## src/rtl/syn_pkg.sv

```systemverilog
package syn_pkg;
  localparam int MAX_SLOTS = 64;

  // Position of the lowest set bit among the first n bits of v.
  function automatic int lowest_set(input logic [MAX_SLOTS-1:0] v, input int n);
    int r;
    r = 0;
    for (int i = n - 1; i >= 0; i--) begin
      if (v[i]) r = i;
    end
    return r;
  endfunction

  // Correction of a word by a pattern, gated by the hit flag.
  function automatic logic [MAX_SLOTS-1:0] apply_fix(input logic [MAX_SLOTS-1:0] word,
                                                     input logic [MAX_SLOTS-1:0] pat,
                                                     input logic hit);
    return hit ? (word ^ pat) : word;
  endfunction
endpackage

```

## src/rtl/syn_cam.sv

```systemverilog
module syn_cam #(
  parameter int SLOTS  = 16,
  parameter int SYND_W = 32,
  localparam int IDX_W = $clog2(SLOTS)
) (
  input  logic              clk,
  input  logic              rst_n,
  input  logic              wr_en,
  input  logic [IDX_W-1:0]  wr_idx,
  input  logic [SYND_W-1:0] wr_synd,
  input  logic [SYND_W-1:0] look_synd,
  output logic [SLOTS-1:0]  match_vec,
  output logic [SLOTS-1:0]  slot_valid
);
  for (genvar g = 0; g < SLOTS; g++) begin : g_slot
    logic [SYND_W-1:0] key_q;
    logic              sel;
    assign sel = wr_en && (wr_idx == IDX_W'(g));

    always_ff @(posedge clk or negedge rst_n) begin
      if (!rst_n) slot_valid[g] <= 1'b0;
      else if (sel) slot_valid[g] <= 1'b1;
    end

    always_ff @(posedge clk) begin
      if (sel) key_q <= wr_synd;
    end

    assign match_vec[g] = slot_valid[g] && (key_q == look_synd);
  end
endmodule

```

## src/rtl/syn_pat_ram.sv

```systemverilog
module syn_pat_ram #(
  parameter int SLOTS = 16,
  parameter int PAT_W = 32,
  localparam int IDX_W = $clog2(SLOTS)
) (
  input  logic             clk,
  input  logic             rst_n,
  input  logic             wr_en,
  input  logic [IDX_W-1:0] wr_idx,
  input  logic [PAT_W-1:0] wr_pat,
  input  logic             rd_en,
  input  logic [IDX_W-1:0] rd_idx,
  output logic [PAT_W-1:0] rd_pat
);
  logic [PAT_W-1:0] mem [SLOTS];

  always_ff @(posedge clk) begin
    if (wr_en) mem[wr_idx] <= wr_pat;
  end

  always_ff @(posedge clk or negedge rst_n) begin
    if (!rst_n)     rd_pat <= '0;
    else if (rd_en) rd_pat <= mem[rd_idx];
    else            rd_pat <= '0;
  end
endmodule

```

## src/rtl/syn_corrector.sv

```systemverilog
module syn_corrector #(
  parameter int SLOTS  = 16,
  parameter int SYND_W = 32,
  parameter int DATA_W = 32,
  localparam int IDX_W = $clog2(SLOTS)
) (
  input  logic              clk,
  input  logic              rst_n,
  input  logic              wr_en,
  input  logic [IDX_W-1:0]  wr_idx,
  input  logic [SYND_W-1:0] wr_synd,
  input  logic [DATA_W-1:0] wr_pat,
  input  logic              in_valid,
  input  logic [SYND_W-1:0] in_synd,
  input  logic [DATA_W-1:0] in_data,
  output logic              out_valid,
  output logic              out_hit,
  output logic [DATA_W-1:0] out_pat,
  output logic [DATA_W-1:0] out_data
);
  import syn_pkg::*;

  logic [SLOTS-1:0]  match_vec;
  logic [SLOTS-1:0]  slot_valid;
  logic              any_match;
  logic [IDX_W-1:0]  win_idx;
  logic              s1_valid, s1_hit;
  logic [IDX_W-1:0]  s1_idx;
  logic [DATA_W-1:0] s1_data;
  logic [DATA_W-1:0] s2_data;
  logic [DATA_W-1:0] rd_pat;
  logic [MAX_SLOTS-1:0] match_wide;
  logic [MAX_SLOTS-1:0] fixed_wide;

  syn_cam #(.SLOTS(SLOTS), .SYND_W(SYND_W)) i_cam (
    .clk(clk), .rst_n(rst_n), .wr_en(wr_en), .wr_idx(wr_idx), .wr_synd(wr_synd),
    .look_synd(in_synd), .match_vec(match_vec), .slot_valid(slot_valid)
  );

  assign match_wide = MAX_SLOTS'(match_vec);
  assign any_match  = |match_vec;
  assign win_idx    = IDX_W'(lowest_set(match_wide, SLOTS));

  // Stage 1: match result registered.
  always_ff @(posedge clk or negedge rst_n) begin
    if (!rst_n) begin
      s1_valid <= 1'b0;
      s1_hit   <= 1'b0;
      s1_idx   <= '0;
      s1_data  <= '0;
    end else begin
      s1_valid <= in_valid;
      s1_hit   <= in_valid && any_match;
      s1_idx   <= win_idx;
      s1_data  <= in_valid ? in_data : '0;
    end
  end

  syn_pat_ram #(.SLOTS(SLOTS), .PAT_W(DATA_W)) i_ram (
    .clk(clk), .rst_n(rst_n), .wr_en(wr_en), .wr_idx(wr_idx), .wr_pat(wr_pat),
    .rd_en(s1_hit), .rd_idx(s1_idx), .rd_pat(rd_pat)
  );

  // Stage 2: pattern read alongside flags and word.
  always_ff @(posedge clk or negedge rst_n) begin
    if (!rst_n) begin
      out_valid <= 1'b0;
      out_hit   <= 1'b0;
      s2_data   <= '0;
    end else begin
      out_valid <= s1_valid;
      out_hit   <= s1_hit;
      s2_data   <= s1_data;
    end
  end

  assign fixed_wide = apply_fix(MAX_SLOTS'(s2_data), MAX_SLOTS'(rd_pat), out_hit);
  assign out_pat    = rd_pat;
  assign out_data   = fixed_wide[DATA_W-1:0];
endmodule

```

## config.mk

```make
export PLATFORM = sky130hd
export DESIGN_NAME = syn_corrector
export DESIGN_NICKNAME = d
export VERILOG_FILES = /design/src/rtl/syn_pkg.sv /design/src/rtl/syn_cam.sv /design/src/rtl/syn_pat_ram.sv /design/src/rtl/syn_corrector.sv
export SDC_FILE = /design/constraint.sdc
export NUM_CORES = 1
export LEC_CHECK = 0
export BUFFER_PORTS_ARGS = -buffer_cell sky130_fd_sc_hd__buf_2
export CAP_MARGIN = 20
export CORE_MARGIN = 5
export CORE_UTILIZATION = 30
export CTS_CLUSTER_SIZE = 20
export DETAILED_ROUTE_END_ITERATION = 10
export HOLD_SLACK_MARGIN = 0.08
export SETUP_SLACK_MARGIN = 0.1
export SYNTH_ARGS = -nofsm -noshare
export SYNTH_HDL_FRONTEND = slang
export SYNTH_HIERARCHICAL = 1
export SYNTH_SLANG_ARGS = --single-unit
```

## constraint.sdc

```tcl
create_clock -name clk -period 4.55 [get_ports clk]
set_input_delay 0.6825 -clock clk [delete_from_list [all_inputs] [get_ports clk]]
set_output_delay 0.6825 -clock clk [all_outputs]
set_load 0.01 [all_outputs]
```

# Yosys cells after proc, flatten, opt, wreduce, memory -nomap -nowiden
# Memory sizes are Yosys's and may differ from the RTL's.
# Cells that the tools add are included.
[totals]
regBits = 632
ram_bits = 512
out_inout_bits = 66
wordCells = 129
mem_count = 1
[mem_list]
columns = ["name", "depth", "width", "read_ports", "rd_clocked_by_memory_dff", "wr", "line", "source"]
rows = [
  ["i_ram.mem", 16, 32, 1, 0, 1, "syn_pat_ram.sv:15", "logic [PAT_W-1:0] mem [SLOTS];"],
]
[classes]
eq_ne = 31
muxes = 21
bitwise = 1
reduce_logical = 35
[op_table]
columns = ["op", "n"]
rows = [
  ["equality test 32 bit", 16],
  ["2-to-1 mux 32 bit", 3],
  ["2-to-1 mux 4 bit", 16],
  ["logical AND 1 bit", 33],
  ["equality test 4 bit, second input constant", 8],
  ["XOR 32 bit", 1],
  ["equality test 4 x 3 -> 1 bit, second input constant", 4],
  ["OR reduction 16 bit", 1],
  ["equality test 4 x 2 -> 1 bit, second input constant", 2],
  ["equality test 4 x 1 -> 1 bit, second input constant", 1],
  ["logical NOT 4 bit", 1],
  ["2-to-1 mux 1 bit", 2],
]

# Depth between registers and ports, before layout
# Gate-level depths: netlist of run 1.
[depth]
depth_word = 18
depth_mapped = 10
mapped_depth_nobuf = 8

# By module
# The synthesis of run 1 kept the hierarchy.
[by_module_without_submodules]
columns = ["mod", "n_inst", "cells_each", "area_per_inst_um2", "seq_area_each_um2"]
rows = [
  ["syn_cam", 1, 1340, 22335.2, 15775.1],
  ["syn_pat_ram", 1, 1082, 20842.5, 16175.5],
  ["syn_corrector", 1, 205, 2621.3, 1801.7],
]

# Worst setup path before layout of run 1
# No wires, ideal clock.
[synth_path]
path_type = "input -> register"
from = "input port wr_idx[2]"
to = "register i_cam.g_slot[0].key_q[0] (enable)"
arrival_time_ns = 4.089
path_slack_ns = -0.043
path_stages = 2
path_buffers = 1
path_cell_list = "clkbuf_1 nor4_1"
[synth_via]
elab_chain_cells = 2
[synth_lines]
columns = ["item", "line", "source"]
rows = [
  ["from (decl)", "syn_corrector.sv:10", "input logic [IDX_W-1:0] wr_idx,"],
  ["logical NOT 4 bit", "syn_cam.sv:18", "assign sel = wr_en && (wr_idx == IDX_W'(g));"],
  ["logical AND 1 bit", "syn_cam.sv:18", ""],
  ["via i_cam.g_slot[0].sel", "syn_cam.sv:17", "logic sel;"],
  ["to (signal assigned)", "syn_cam.sv:26", "if (sel) key_q <= wr_synd;"],
  ["to (decl)", "syn_cam.sv:16", "logic [SYND_W-1:0] key_q;"],
]
# The timed path passes the listed nets, and every way through them passes these cells.
# A chain may end at the register's enable or synchronous reset.

# Worst setup path in the final report of run 1
[layout_path]
from = "register out_hit"
to = "output port out_data[9]"
[layout_via]
elab_chain_cells = 1
[layout_lines]
columns = ["item", "line", "source"]
rows = [
  ["from (decl)", "syn_corrector.sv:17", "output logic out_hit,"],
  ["from (signal assigned)", "syn_corrector.sv:72", "out_hit <= s1_hit;"],
  ["2-to-1 mux 32 bit", "syn_pkg.sv:18", "return hit ? (word ^ pat) : word;"],
  ["to (decl)", "syn_corrector.sv:19", "output logic [DATA_W-1:0] out_data"],
]
# No other way between the ends.

==> impl_metrics.py, run 1 <==
metrics = {
    "routing": {
        "num_vias": 24400,
        "routed_wl_um": 130000,
        "drc": 0,
        "firstDrtPassIters": 8,
        "drt_iter0_drc": 2720,
        "drt.antenna.violating_nets": 0,
        "wl_per_cell_um": 25.7,
        "via_per_inst": 4.81,
    },
    "timing": {
        "drv_slew": 0,
        "timing.fmax_mhz": 331,
        "slew_headroom_pct": 25.9,
        "finalHoldViolCount": 0,
        "fin_crit_sh_pct": 66.4,
        "grt_setup_unrepaired": "no",
        "worstMarginPinSlew_ns": 1.10,
        "setup_viol": 0,
        "min_period_ns": 3.02,
        "skew_ns": 0.0315,
        "fin_setup_tns_ns": 0,
    },
    "cells_and_area": {
        "fillers": 14300,
        "seq_area_sq_mm": 0.0338,
        "nets": 3056,
        "multi_input_area_sq_mm": 0.0111,
        "postLayoutCellArea_sq_mm": 0.0534,
        "area_growth_pct": 16.6,
        "drive_above_1_share_pct": 18.7,
    },
    "synth": {
        "synthesis.nets": 2763,
        "synth-seq-area-share_pct": 73.7,
        "syn_area_sq_mm": 0.0458,
        "avgSynthCellArea_sq_um": 17.4,
        "synth-edff-count": 1024,
        "yosys_warnings": 6,
        "synth_ff_type": "edfxtp_1",
        "async_reset_ff_share_pct": 10.5,
        "ys_seq_elements": 1144,
        "netlist_instances": 2627,
        "yosysUniqueCellTypes": 46,
    },
    "floorplan": {
        "die_w_um": 401,
        "io_pins": 202,
        "rows": 143,
        "coreArea_sq_mm": 0.152,
        "start_util_pct": 30.1,
        "dieArea_sq_mm": 0.161,
        "die_h_um": 401,
    },
    "min_path": {
        "hp-start": "in_data[4]",
        "hold_class": "in -> reg",
    },
    "global_routing": {
        "grt_pass1_wl_um": 183000,
        "grt_usage_pct": 15.7,
        "grt_pass1_vias": 24100,
        "grt_overflow": 0,
        "grt_max_degree": 58,
        "antenna_found_initial": 22,
    },
    "clock_network": {
        "cts_hold_buf": 4,
        "clk_pin_slew_ns": 0.06,
        "cts_made_buffers": 119,
        "cts_tree": "built",
        "cts-htree-levels": 3,
        "cts_sinks": 1144,
        "clkLatencyLatePin_ns": 0.75,
        "cts_resized": 0,
        "cts_setup_buffers": 0,
        "clock_path_buffers": 3,
        "cts-root-buf": "clkbuf_16",
    },
    "status": {
        "outcome": "finished, final reports clean",
    },
    "job": {
        "cap_violations": 0,
    },
    "setup_path": {
        "critPathMaxFanout": 33,
        "cp-start-kind": "register",
        "required_ns": 3.87,
        "critical_path_class": "reg -> out",
        "max_stage_delay_ns": 0.92,
        "cpMaxStageDelayCell": "dfrtp_2",
        "r2r-start": "s1_idx[1]$_DFF_PN0_",
        "arrival_ns": 2.34,
        "critPathCaptureType": "output pin",
        "startpoint": "out_hit$_DFF_PN0_",
        "cp_cell_sequence": "nand2_1, xnor2_1, buf_2",
    },
    "power_and_ir_drop": {
        "vdd_drop_max_v": 0.000369,
        "power.leakage_nw": 17.8,
        "power_density_mw_per_mm2": 428,
    },
    "place": {
        "io_buffers": 201,
        "gp_congestion": 0.936,
        "placed_cell_area_sq_mm": 0.0492,
        "dp_hpwl_um": 80600,
    },
}
==> cell families (layout without fill, tap and decap cells) <==
family	Yosys count	after routing	share of synthesized area, %
AOI/OAI and AO/OA	149	149	2.26
xor gates and xnor gates	544	544	10.4
buffers and inverters	137	536	2.71
DFF	1144	1144	73.7
muxes	231	231	5.84
other	0	9	0
and+or+nand+nor	422	422	5.10
==> synthesized netlist by cell type (17+ instances only) <==
library cell / number / area share [%]
dfrtp_1: 120 / 6.6
and2_1: 33 / 0.45
xor2_1: 496 / 9.5
xnor2_1: 48 / 0.92
clkbuf_1: 24 / 0.20
mux2i_1: 206 / 4.5
nor4_1: 115 / 1.6
buf_6: 68 / 1.7
nor2_1: 23 / 0.19
nand2_1: 72 / 0.59
o21ai_1: 17 / 0.19
edfxtp_1: 1024 / 67
nand3_1: 64 / 0.70
a22oi_1: 99 / 1.6
nor3_1: 42 / 0.46
nand2b_1: 23 / 0.31
==> layout make-up <==
type / instances / area share, %
inverters: 3 / 0.0211
well taps: 2030 / 4.75
diodes: 9 / 0.0422
flip-flops and latches: 1144 / 63.2
multi-input cells: 1346 / 20.7
repair buffers: 306 / 3.61
clock inverters: 73 / 1.62
clock buffers: 154 / 6.07
==> state kept, by name, summed over array words and instances, names as in the netlist, 4 cells and up <==
name                count
s2_data                32
i_ram/mem             512
s1_idx                  4
i_cam/slot_valid       16
s1_data                32
i_ram/rd_pat           32
i_cam/g_slot.key_q    512
==> path summary, 6_finish.rpt <==
kind / end / slack (ns) / cells past startpoint
worst max register to register: i_ram/rd_pat[20]$_DFF_PN0_ / 1.68 / 5
worst min-delay path: s1_data[4]$_DFF_PN0_ / 0.16 / 2
worst max-delay path: out_data[9] / 1.53 / 3
worst min register to register: s2_data[24]$_DFF_PN0_ / 0.35 / 0
max in group asynchronous: s2_data[14]$_DFF_PN0_ / 3.01 / 3
min in group asynchronous: i_ram/rd_pat[23]$_DFF_PN0_ / 0.51 / 2
==> worst max-delay path: cells and delay by family (launching register included) <==
family                 cells  cell delay (ns)
XOR/XNOR                   1             0.31
buffers and inverters      1             0.20
flip-flops                 1             0.92
AND/OR/NAND/NOR            1             0.14
==> report_power, final <==
part	switching, mW	internal (mW)
Sequential	0.0787	11.7
Clock	4.17	5.90
Combinational	0.732	0.288
==> cells in the final DEF, fill, tap and decap left out, drive strengths merged <==
cell type	instances
edfxtp	1024
xor2	496
buf	302
mux2i	206
clkbuf	154
dfrtp	120
nor4	118
a22oi	99
nand2	72
nand3	64
clkinv	50
xnor2	48
nor3	47
and2	33
o21ai	32
mux4	25
nand2b	24
nor2	23
nand4	16
or2	16
bufinv	15
diode	9
clkinvlp	6
a21oi	5
inv	5
nor2b	5
dlygate4sd3	4
o211ai	4
a221oi	4
nand3b	2
or4	1
o31ai	1
a2111oi	1
o311a	1
o22ai	1
o21a	1
or3b	1
==> per-layer routing <==
layer  part of all wire, %  GRT usage, %  vias up
met3                   8.3          3.67      206
met5                 0.048             0        -
met2                    48          26.1     1037
li1                      -             -    10500
met1                    41          21.2    12600
met4                   2.2          3.29       10
==> through the flow <==
| step | worst slack (ns) | power [mW] | utilization [%] | instances | hold WS (ns) |
|---|---|---|---|---|---|
| 2_1_floorplan | -0.0428 | 12.5 | - | 2627 | 0.331 |
| 3_5_place_dp | 0.986 | 13.0 | 32.4 | 4824 | 0.335 |
| 3_3_place_gp | 0.892 | 13.0 | 32.4 | 4820 | 0.331 |
| 6_report | 1.53 | 22.9 | 35.2 | 5065 | 0.163 |
| 5_1_grt | 1.30 | 23.6 | 35.2 | 5056 | 0.108 |
| 4_1_cts | 1.30 | 23.1 | 35.1 | 5055 | 0.0993 |
No activity file was read; power rests on OpenSTA's default activity.
==> inputs of run 2 (changes only) <==
==> constraint.sdc (replaced) <==
create_clock -name clk -period 2.9 [get_ports clk]
set_input_delay 0.435 -clock clk [delete_from_list [all_inputs] [get_ports clk]]
set_output_delay 0.435 -clock clk [all_outputs]
set_load 0.01 [all_outputs]
==> run 2 against run 1 <==
Against the previous run: sequential power is 57% higher; global-route usage decreased by 0.31 points; hold slack got worse by 0.021 ns; die area unchanged; final area rose by 3.7%; highest routed layer unchanged; via count is 1.9% higher; non-clock buffer count grew 148; critical path depth up 6; clock skew fell by 0.016 ns; first-iteration DRC count is 12% lower.
==> impl_metrics.py, run 2 (synthesis results as in run 1) <==
metrics = {
    "status": {
        "outcome": "finished, final reports clean",
    },
    "setup_path": {
        "required_ns": 3.49,
        "max_stage_delay_ns": 0.47,
        "cp-start-kind": "register",
        "arrival_ns": 3.29,
        "critical_path_class": "reg -> reg",
        "worst-r2r-cell-count": 9,
        "path_common_cell": "nor3_1",
        "critPathCaptureType": "register",
        "r2r_slack_ns": 0.20,
        "r2r-end": "s1_idx[1]$_DFF_PN0_",
        "crit_family": "simple AND/OR/NAND/NOR gates",
        "cpMaxStageDelayCell": "nor4_2",
        "cp_cell_sequence": "xor2_1, nor4_2, nand4_1, nor3_1, buf_4, nor2_1, nor3_1, o31ai_1, a2111oi_1",
        "timing.critical_path.buf_inv": 1,
        "critPathMaxFanout": 2,
        "r2r-start": "i_cam/g_slot[15].key_q[28]$_DFFE_PP_",
    },
    "global_routing": {
        "grt_pass1_vias": 24900,
        "grt_overflow": 0,
        "grt_pass1_wl_um": 181000,
        "grt_max_degree": 59,
        "antenna_found_initial": 21,
        "grt_usage_pct": 15.4,
    },
    "cells_and_area": {
        "reg_top3": "i_cam/g_slot.key_q: 512 flops, i_ram/mem: 512 flops",
        "area_growth_pct": 20.9,
        "postLayoutCellArea_sq_mm": 0.0554,
        "mostFrequentLayoutCell": "edfxtp_1",
        "final_cell_mix": "edfxtp_1, xor2_1, mux2i_1, buf_2, buf_4",
        "fillers": 14100,
        "nets": 3206,
        "drive_above_1_share_pct": 20.7,
        "final_cells": 5216,
    },
    "floorplan": {
        "die_w_um": 401,
        "io_pins": 202,
        "start_util_pct": 30.1,
        "die_h_um": 401,
        "dieArea_sq_mm": 0.161,
        "rows": 143,
        "coreArea_sq_mm": 0.152,
    },
    "clock_network": {
        "clkLatencyLatePin_ns": 0.75,
        "cts_sinks": 1144,
        "clk_pin_slew_ns": 0.06,
        "cts-root-buf": "clkbuf_16",
        "clock_path_buffers": 3,
        "cts_setup_buffers": 0,
        "cts_made_buffers": 121,
        "cts_tree": "built",
        "cts-htree-levels": 3,
    },
    "place": {
        "gp_congestion": 0.829,
        "pre_cts_ws_ns": -0.347,
        "dp.cells": 4912,
        "placed_cell_area_sq_mm": 0.0506,
        "dp_hpwl_um": 76300,
        "io_buffers": 201,
    },
    "min_path": {
        "whs_path_depth": 1,
        "min_to": "i_cam/g_slot[9].key_q[31]$_DFFE_PP_",
        "hp-start": "wr_synd[31]",
        "hold_class": "in -> reg",
    },
    "routing": {
        "drc": 0,
        "routed_wl_um": 127000,
        "num_vias": 24800,
        "firstDrtPassIters": 7,
        "drt_iter0_drc": 2404,
        "via_per_inst": 4.76,
        "wl_per_cell_um": 24.3,
        "drt.antenna.violating_nets": 0,
    },
    "timing": {
        "drv_slew": 0,
        "min_period_ns": 2.70,
        "setup_viol": 0,
        "worstMarginPinSlew_ns": 1.08,
        "slew_headroom_pct": 27.7,
        "setup_slack_ns": 0.198,
        "finalHoldViolCount": 0,
        "grt_setup_unrepaired": "no",
        "timing.fmax_mhz": 370,
        "fin_crit_sh_pct": 93.2,
        "holdWs_ns": 0.142,
        "skew_ns": 0.0157,
    },
    "power_and_ir_drop": {
        "swShare_pct": 22.1,
        "seq_power_share_pct": 51.2,
        "p_clk_share_pct": 44.0,
        "combPwrFrac_pct": 4.9,
        "vdd_drop_max_v": 0.000552,
        "p_int_mw": 28.1,
        "p_switching_mw": 7.97,
        "finalPower_mw": 36.1,
        "power.leakage_nw": 18.7,
        "power_density_mw_per_mm2": 652,
    },
    "job": {
        "cap_violations": 0,
    },
}
[run 2: routing by layer]
layer	part of all wire [%]	vias to the layer above	GRT usage, %	routed length [um]
met4	3.3	6	4.84	4240
met1	42	12800	20.6	53200
met2	47	957	25.2	60300
met5	0.032	-	0	41
li1	-	10800	-	-
met3	7.3	224	3.31	9260
[run 2: worst max-delay path by stage]
stage / startpoint / to / slack [ns] / cells past startpoint
6_report: i_cam/g_slot[15].key_q[28]$_DFFE_PP_ / s1_idx[1]$_DFF_PN0_ / 0.20 / 9
5_1_grt: i_cam/g_slot[15].key_q[28]$_DFFE_PP_ / s1_idx[1]$_DFF_PN0_ / 0.12 / 9
4_1_cts: out_hit$_DFF_PN0_ / out_data[9] / 0.23 / 3
3_5_place_dp: in_synd[28] / s1_idx[1]$_DFF_PN0_ / -0.35 / 10
3_3_place_gp: in_synd[28] / s1_idx[1]$_DFF_PN0_ / -0.29 / 10
2_1_floorplan: wr_idx[2] / i_cam/g_slot[0].key_q[0]$_DFFE_PP_ / -0.16 / 2
[run 2: worst reg2reg max path: cells and delay by family (launching register included)]
| kind | cells | cell delay, ns |
|---|---|---|
| xor gates and xnor gates | 1 | 0.16 |
| DFF | 1 | 0.38 |
| AOI/OAI and AO/OA | 2 | 0.55 |
| and+or+nand+nor | 5 | 1.30 |
| buffers and inverters | 1 | 0.18 |
[run 2: power by group through the flow]
| stage | combinational (mW) | sequential (mW) | clock, mW |
|---|---|---|---|
| global placement | 1.67 | 18.8 | 0 |
| CTS | 1.77 | 18.5 | 16.2 |
| finish | 1.76 | 18.5 | 15.9 |
| floorplan | 0.773 | 18.8 | 0 |
| global route | 1.87 | 18.5 | 16.9 |
| detailed placement | 1.69 | 18.8 | 0 |
[run 2: cell type report]
class                           count  area [sq um]  share of cell area (%)
Sequential cell                  1144         33800                    61.0
Multi-Input combinational cell   1346         11200                    20.1
Timing Repair Buffer              454          3790                    6.84
Clock buffer                      139          3120                    5.63
Tap cell                         2030          2540                    4.59
Clock inverter                     92           992                    1.79
Antenna cell                        8          20.0                  0.0361
Inverter                            3          11.3                  0.0203
[run 2: per-stage QoR]
stage,TNS (ns),utilization [%]
final,0,36.5
after global routing,0,36.4
after CTS,0,36.4
after detailed placement,-0.574,33.3
after global placement,-0.451,33.3
after floorplan,-10.23,-
[run 2: what timing repair did]
item | CTS | global route
endpoints found under the hold margin | 599 | 0
resized for setup | 1 | 2
hold buffers | 65 | 0
pin swaps | 0 | 0
endpoints found under the setup margin | 1 | 1
